**src/rtl/tmr_pkg.sv**
```systemverilog
package tmr_pkg;

    localparam int unsigned ADDR_W   = 4;
    localparam int unsigned STEP_LSB = 16;

    typedef enum logic [ADDR_W-1:0] {
        A_CTRL  = 4'd0,
        A_CFG   = 4'd1,
        A_TLO   = 4'd2,
        A_THI   = 4'd3,
        A_CLO   = 4'd4,
        A_CHI   = 4'd5,
        A_IEN   = 4'd6,
        A_IST   = 4'd7,
        A_ITEST = 4'd8
    } reg_addr_e;

endpackage

```
**src/rtl/tmr_regs.sv**
```systemverilog
module tmr_regs
    import tmr_pkg::*;
#(
    parameter int unsigned DW = 32,
    parameter int unsigned PW = 12,
    parameter int unsigned SW = 8
) (
    input  logic                clk_i,
    input  logic                rst_ni,
    input  logic                req_i,
    input  logic                we_i,
    input  logic [ADDR_W-1:0]   addr_i,
    input  logic [DW-1:0]       wdata_i,
    input  logic [2*DW-1:0]     time_i,
    input  logic                istate_i,
    output logic [DW-1:0]       rdata_o,
    output logic                rvalid_o,
    output logic                active_o,
    output logic [PW-1:0]       presc_o,
    output logic [SW-1:0]       step_o,
    output logic [2*DW-1:0]     cmp_o,
    output logic                ien_o,
    output logic                wr_tlo_o,
    output logic                wr_thi_o,
    output logic                test_o
);

    localparam int unsigned TW = 2 * DW;

    typedef struct packed {
        logic          active;
        logic [PW-1:0] presc;
        logic [SW-1:0] step;
        logic [TW-1:0] cmp;
        logic          ien;
        logic [DW-1:0] rdata;
        logic          rvalid;
    } regs_t;

    regs_t s_d, s_q;
    logic  wr, rd;
    logic [DW-1:0] rmux;

    assign wr = req_i && we_i;
    assign rd = req_i && !we_i;

    always_comb begin
        rmux = '0;
        case (addr_i)
            A_CTRL: rmux[0] = s_q.active;
            A_CFG: begin
                rmux[PW-1:0]          = s_q.presc;
                rmux[STEP_LSB +: SW]  = s_q.step;
            end
            A_TLO:  rmux = time_i[DW-1:0];
            A_THI:  rmux = time_i[TW-1:DW];
            A_CLO:  rmux = s_q.cmp[DW-1:0];
            A_CHI:  rmux = s_q.cmp[TW-1:DW];
            A_IEN:  rmux[0] = s_q.ien;
            A_IST:  rmux[0] = istate_i;
            default: rmux = '0;
        endcase
    end

    always_comb begin
        s_d        = s_q;
        s_d.rvalid = rd;
        wr_tlo_o   = wr && (addr_i == A_TLO);
        wr_thi_o   = wr && (addr_i == A_THI);
        test_o     = wr && (addr_i == A_ITEST) && wdata_i[0];
        if (wr) begin
            case (addr_i)
                A_CTRL: s_d.active = wdata_i[0];
                A_CFG: begin
                    s_d.presc = wdata_i[PW-1:0];
                    s_d.step  = wdata_i[STEP_LSB +: SW];
                end
                A_CLO:  s_d.cmp[DW-1:0]  = wdata_i;
                A_CHI:  s_d.cmp[TW-1:DW] = wdata_i;
                A_IEN:  s_d.ien = wdata_i[0];
                default: ;
            endcase
        end
        if (rd) begin
            s_d.rdata = rmux;
        end
    end

    always_ff @(posedge clk_i or negedge rst_ni) begin
        if (!rst_ni) begin
            s_q      <= '0;
            s_q.step <= SW'(1);
            s_q.cmp  <= '1;
        end else begin
            s_q <= s_d;
        end
    end

    assign rdata_o  = s_q.rdata;
    assign rvalid_o = s_q.rvalid;
    assign active_o = s_q.active;
    assign presc_o  = s_q.presc;
    assign step_o   = s_q.step;
    assign cmp_o    = s_q.cmp;
    assign ien_o    = s_q.ien;

endmodule

```
**src/rtl/tmr_prescale.sv**
```systemverilog
module tmr_prescale #(
    parameter int unsigned PW = 12
) (
    input  logic          clk_i,
    input  logic          rst_ni,
    input  logic          active_i,
    input  logic [PW-1:0] presc_i,
    output logic          tick_o
);

    typedef struct packed {
        logic [PW-1:0] cnt;
    } psc_t;

    psc_t p_d, p_q;

    always_comb begin
        p_d    = p_q;
        tick_o = active_i && (p_q.cnt == presc_i);
        if (!active_i || tick_o) begin
            p_d.cnt = '0;
        end else begin
            p_d.cnt = p_q.cnt + PW'(1);
        end
    end

    always_ff @(posedge clk_i or negedge rst_ni) begin
        if (!rst_ni) begin
            p_q <= '0;
        end else begin
            p_q <= p_d;
        end
    end

endmodule

```
**src/rtl/tmr_count.sv**
```systemverilog
module tmr_count #(
    parameter int unsigned DW = 32,
    parameter int unsigned SW = 8
) (
    input  logic              clk_i,
    input  logic              rst_ni,
    input  logic              tick_i,
    input  logic [SW-1:0]     step_i,
    input  logic              wr_lo_i,
    input  logic              wr_hi_i,
    input  logic [DW-1:0]     wdata_i,
    output logic [2*DW-1:0]   time_o
);

    localparam int unsigned TW = 2 * DW;

    typedef struct packed {
        logic [TW-1:0] val;
    } cnt_t;

    cnt_t c_d, c_q;

    always_comb begin
        c_d = c_q;
        if (wr_lo_i || wr_hi_i) begin
            if (wr_lo_i) c_d.val[DW-1:0]  = wdata_i;
            if (wr_hi_i) c_d.val[TW-1:DW] = wdata_i;
        end else if (tick_i) begin
            c_d.val = c_q.val + TW'(step_i);
        end
    end

    always_ff @(posedge clk_i or negedge rst_ni) begin
        if (!rst_ni) begin
            c_q <= '0;
        end else begin
            c_q <= c_d;
        end
    end

    assign time_o = c_q.val;

endmodule

```
**src/rtl/tmr_irq.sv**
```systemverilog
module tmr_irq #(
    parameter int unsigned TW = 64
) (
    input  logic          clk_i,
    input  logic          rst_ni,
    input  logic          active_i,
    input  logic [TW-1:0] time_i,
    input  logic [TW-1:0] cmp_i,
    input  logic          test_i,
    input  logic          ien_i,
    output logic          istate_o,
    output logic          intr_o
);

    typedef struct packed {
        logic istate;
    } irq_t;

    irq_t i_d, i_q;
    logic hit;

    always_comb begin
        i_d        = i_q;
        hit        = active_i && (time_i >= cmp_i);
        i_d.istate = hit || test_i;
    end

    always_ff @(posedge clk_i or negedge rst_ni) begin
        if (!rst_ni) begin
            i_q <= '0;
        end else begin
            i_q <= i_d;
        end
    end

    assign istate_o = i_q.istate;
    assign intr_o   = i_q.istate && ien_i;

endmodule

```
**src/rtl/prescaled_timer.sv**
```systemverilog
module prescaled_timer
    import tmr_pkg::*;
#(
    parameter int unsigned DW = 32,
    parameter int unsigned PW = 12,
    parameter int unsigned SW = 8
) (
    input  logic              clk_i,
    input  logic              rst_ni,
    input  logic              req_i,
    input  logic              we_i,
    input  logic [ADDR_W-1:0] addr_i,
    input  logic [DW-1:0]     wdata_i,
    output logic [DW-1:0]     rdata_o,
    output logic              rvalid_o,
    output logic              intr_o
);

    localparam int unsigned TW = 2 * DW;

    logic          active;
    logic [PW-1:0] presc;
    logic [SW-1:0] step;
    logic [TW-1:0] cmp;
    logic [TW-1:0] cnt_time;
    logic          ien, istate, tick;
    logic          wr_tlo, wr_thi, test;

    tmr_regs #(.DW(DW), .PW(PW), .SW(SW)) u_regs (
        .clk_i    (clk_i),
        .rst_ni   (rst_ni),
        .req_i    (req_i),
        .we_i     (we_i),
        .addr_i   (addr_i),
        .wdata_i  (wdata_i),
        .time_i   (cnt_time),
        .istate_i (istate),
        .rdata_o  (rdata_o),
        .rvalid_o (rvalid_o),
        .active_o (active),
        .presc_o  (presc),
        .step_o   (step),
        .cmp_o    (cmp),
        .ien_o    (ien),
        .wr_tlo_o (wr_tlo),
        .wr_thi_o (wr_thi),
        .test_o   (test)
    );

    tmr_prescale #(.PW(PW)) u_psc (
        .clk_i    (clk_i),
        .rst_ni   (rst_ni),
        .active_i (active),
        .presc_i  (presc),
        .tick_o   (tick)
    );

    tmr_count #(.DW(DW), .SW(SW)) u_cnt (
        .clk_i   (clk_i),
        .rst_ni  (rst_ni),
        .tick_i  (tick),
        .step_i  (step),
        .wr_lo_i (wr_tlo),
        .wr_hi_i (wr_thi),
        .wdata_i (wdata_i),
        .time_o  (cnt_time)
    );

    tmr_irq #(.TW(TW)) u_irq (
        .clk_i    (clk_i),
        .rst_ni   (rst_ni),
        .active_i (active),
        .time_i   (cnt_time),
        .cmp_i    (cmp),
        .test_i   (test),
        .ien_i    (ien),
        .istate_o (istate),
        .intr_o   (intr_o)
    );

endmodule

```
**config.mk**
```make
export PLATFORM = sky130hd
export DESIGN_NAME = prescaled_timer
export DESIGN_NICKNAME = d
export VERILOG_FILES = /design/src/rtl/tmr_pkg.sv /design/src/rtl/tmr_regs.sv /design/src/rtl/tmr_prescale.sv /design/src/rtl/tmr_count.sv /design/src/rtl/tmr_irq.sv /design/src/rtl/prescaled_timer.sv
export SDC_FILE = /design/constraint.sdc
export NUM_CORES = 1
export LEC_CHECK = 0
export ABC_AREA = 1
export BUFFER_PORTS_ARGS = -buffer_cell sky130_fd_sc_hd__buf_2
export CAP_MARGIN = 15
export CORE_MARGIN = 10
export CORE_UTILIZATION = 40
export DETAILED_ROUTE_END_ITERATION = 7
export PLACE_DENSITY = 0.56
export RECOVER_POWER = 50
export SYNTH_ARGS = -nofsm -noshare
export SYNTH_HDL_FRONTEND = slang
export SYNTH_SLANG_ARGS = --single-unit
export TNS_END_PERCENT = 100
```
**constraint.sdc**
```tcl
create_clock -name clk_i -period 2.9 [get_ports clk_i]
set_clock_uncertainty 0.2 [all_clocks]
set_input_delay 0.435 -clock clk_i [delete_from_list [all_inputs] [get_ports clk_i]]
set_output_delay 0.435 -clock clk_i [all_outputs]
set_load 0.03 [all_outputs]
```
==> impl_metrics.ini <==
[setup_path]
critPathRequiredTime_ns = 3.09
path_common_cell = nand2_1
cp.buffers_inverters = 3
cpLargestDelayFamily = simple AND/OR/NAND/NOR gates
arrival_ns = 2.87
cpPeakStageDelay_ns = 0.56
critPathKind = flip-flop to flip-flop
end_kind = flip-flop
crit_path_cell_trace = ha_1 > inv_1 > fa_1 > inv_2 > nand2_1 > nand3_1 > nand2_1 > inv_1 > nand2_1 > o21ai_1 > nand3_1 > nand2_1 > nand2_1 > a21oi_1
worst_path_max_delay_cell = dfstp_2
worst-r2r-cell-count = 14
path_depth = 14
worstSetupStartpointType = flip-flop
worst-path-max-fanout = 5

[timing]
slew_viol_final = 71
tightest_slew_ns = 1.63
slew_headroom = -0.0876
max_freq_mhz = 373
period_minus_slack_ns = 2.68
finalCritPeriodShare = 0.923
timing.hold.ws_ns = 0.0241
hold_viol_final = 0
setup-tns-final_ns = 0
setup_viol = 0
rsz0062_at_grt = false

[global_routing]
grt_max_degree = 70
grt_pass1_vias = 13000
grt_util_all_layers = 0.268
gr-total-overflow = 0
grt_antenna_before_repair = 2
grt_pass1_wl_um = 83400

[detailed_routing]
drt-vias-per-instance = 5.32
first_pass_iters = 7
vias = 13700
routed_wl_um = 55300
wire_per_inst_um = 21.5
drt.antenna.violating_nets = 0
remaining_drc_errors = 0
dr.first_iter.drc_count = 1285

[place]
placed_area_um2 = 14700
port_buffers = 73
dp_hpwl_um = 43000
routabilityCongestion = 1.04

[cts]
clkSlewWorstSetupHoldPaths_ns = 0.08
cts_made_buffers = 17
htreeDepth = 4
cts_sinks = 196
clock_path_buffers = 2
cts_tree = built
insertion_delay_ns = 0.47
cts-root-buf = clkbuf_16

[yosys]
synth.area.mux_share = 0
synth-compound-area-share = 0.139
avgSynthCellArea_um2 = 6.68
synth_top_area_cell = dfrtp_1
syn_nets = 2137
synth_xor_xnor_area_share = 0.00907
ys_seq_area_frac = 0.369
synth-edff-count = 0
async_reset_ff_frac = 1.00
synth_top_family_by_area = simple AND/OR/NAND/NOR gates
synth_seq_cells = 196
synth_cells = 2023
synth_simple_gate_area_share = 0.315
synth_top_area_share = 0.243
synth_cell_type_count = 48
synth_area_leaders = dfrtp_1, nand2_1, dfstp_2
synth_flop_cell = dfrtp_1
syn_area_um2 = 13500
ys_warn_count = 0
synth_adder_area_share = 0.0691

[run_status]
status = finished with violations
violations = max-capacitance violations, max-slew violations

[floorplan]
dieArea_um2 = 41500
ios = 74
die_width_um = 204
start_util = 0.404
fp.coreArea_um2 = 33400
fp-row-count = 67
die_y_um = 204

[finish]
drive_above_1_share = 0.120
areaGrowthSynthToFinish_pct = 13.3
regArea_um2 = 4990
nFillCells = 3545
stdcell_area_um2 = 15300
nNetsFinal = 2228
multi_input_area_um2 = 7220

[power_and_ir_drop]
ir_drop_uv = 568
cellLeakagePower_nw = 7.45
p_per_area_nw_per_um2 = 676
power_mw = 10.3

[hold_path]
hold_depth = 3
hold_path.class = input port to flip-flop

[flow_run]
cap_violations = 2
## synthesized netlist by cell type (9+ instances only)
cell and n:
o22ai_1 25, nor3_1 17, inv_1 270, nand4_1 28, nor2_1 205, nand3_1 86, buf_2 21, nand2_1 688
a21oi_1 93, dfstp_2 65, nor2_2 9, o21ai_0 179, ha_1 73, dfrtp_1 131, a41oi_1 11, clkbuf_1 38
## cells in the final DEF (no fill, tap or decap), types with 7 or more instances in the layout
cell       instances
nand2_2            8
a41oi_1           11
nor2_2             8
inv_2              8
inv_1            269
dfrtp_1          131
o22ai_1           25
nor3_1            17
nor2_1           205
o21ai_1            9
xnor2_1            7
buf_2             69
buf_4             51
dfstp_2           65
xor2_1             7
ha_1              73
clkbuf_16         17
clkbuf_1           9
nand2_1          684
nand3_1           86
nand4_1           28
a21oi_1           93
o21ai_0          178
## stage by stage
step	worst slack (ns)	instances	utilization
5_1_grt	0.000999	2576	0.458
3_3_place_gp	0.277	2541	0.440
3_5_place_dp	0.224	2541	0.440
6_report	0.223	2576	0.458
2_1_floorplan	0.545	2023	-
4_1_cts	0.217	2574	0.458
## sequential cells by signal, summed over array words and instances, names as in the netlist, 8 cells and up
| name | count |
|---|---|
| u_cnt.time_o | 64 |
| u_regs.cmp_o | 64 |
| u_regs.rdata_o | 32 |
| u_psc.p_q | 12 |
| u_regs.presc_o | 12 |
| u_regs.step_o | 8 |
## what timing repair did
item                       CTS  global route
resized for setup            0             4
hold endpoints to repair    31             0
setup endpoints to repair    0             7
hold buffers                 1             0
setup buffers                0             1
## routing by layer
layer  part of all wire  global-route usage  vias to the layer above
met1               0.45               0.360                     6529
li1                   -                   -                     6633
met3              0.076              0.0616                       83
met2               0.44               0.408                      457
met4              0.037               0.108                        0
met5                  0                   0                        -
## worst register-to-register path: cells and delay by family, from the launching register on
| kind | cells | cell delay (ns) |
|---|---|---|
| compound gates | 2 | 0.39 |
| flops | 1 | 0.56 |
| fa+ha+maj | 2 | 0.60 |
| buf+inv | 3 | 0.23 |
| simple gates | 7 | 0.60 |
## where the power goes
| part | internal [mW] | switching, mW | total, mW | leakage, nW |
|---|---|---|---|---|
| logic | 1.28 | 2.26 | 3.54 | 4.78 |
| clock network | 1.45 | 1.16 | 2.60 | 0.295 |
| registers | 3.39 | 0.811 | 4.20 | 2.37 |
## final cells by class
type,count,area share
multi-input cells,1485,0.471
flip-flops and latches,196,0.326
inverters,279,0.0684
repair buffers,135,0.0576
well taps,448,0.0366
clock buffers,20,0.0285
clock inverters,12,0.0115
diodes,1,0.000163
## final timing paths
check / startpoint / to / slack, ns
max in group asynchronous: rst_ni / u_regs.rdata_o[14] / 0.40
hold reg to reg: u_regs.rdata_o[25] / u_regs.rdata_o[25] / 0.28
min in group asynchronous: rst_ni / u_regs.rdata_o[18] / 0.71
setup / recovery: u_regs.step_o[0] / u_cnt.time_o[52] / 0.22
hold / removal: wdata_i[12] / u_regs.cmp_o[44] / 0.02
setup reg to reg: u_regs.step_o[0] / u_cnt.time_o[52] / 0.22
## logic make-up after synthesis
family,after synthesis
and+or+nand+nor,1054
AOI/OAI and AO/OA,343
buffers and inverters,342
DFF,196
adders and majority gates,74
xor gates and xnor gates,14
Note: power is estimated with default switching activity, not from simulation.
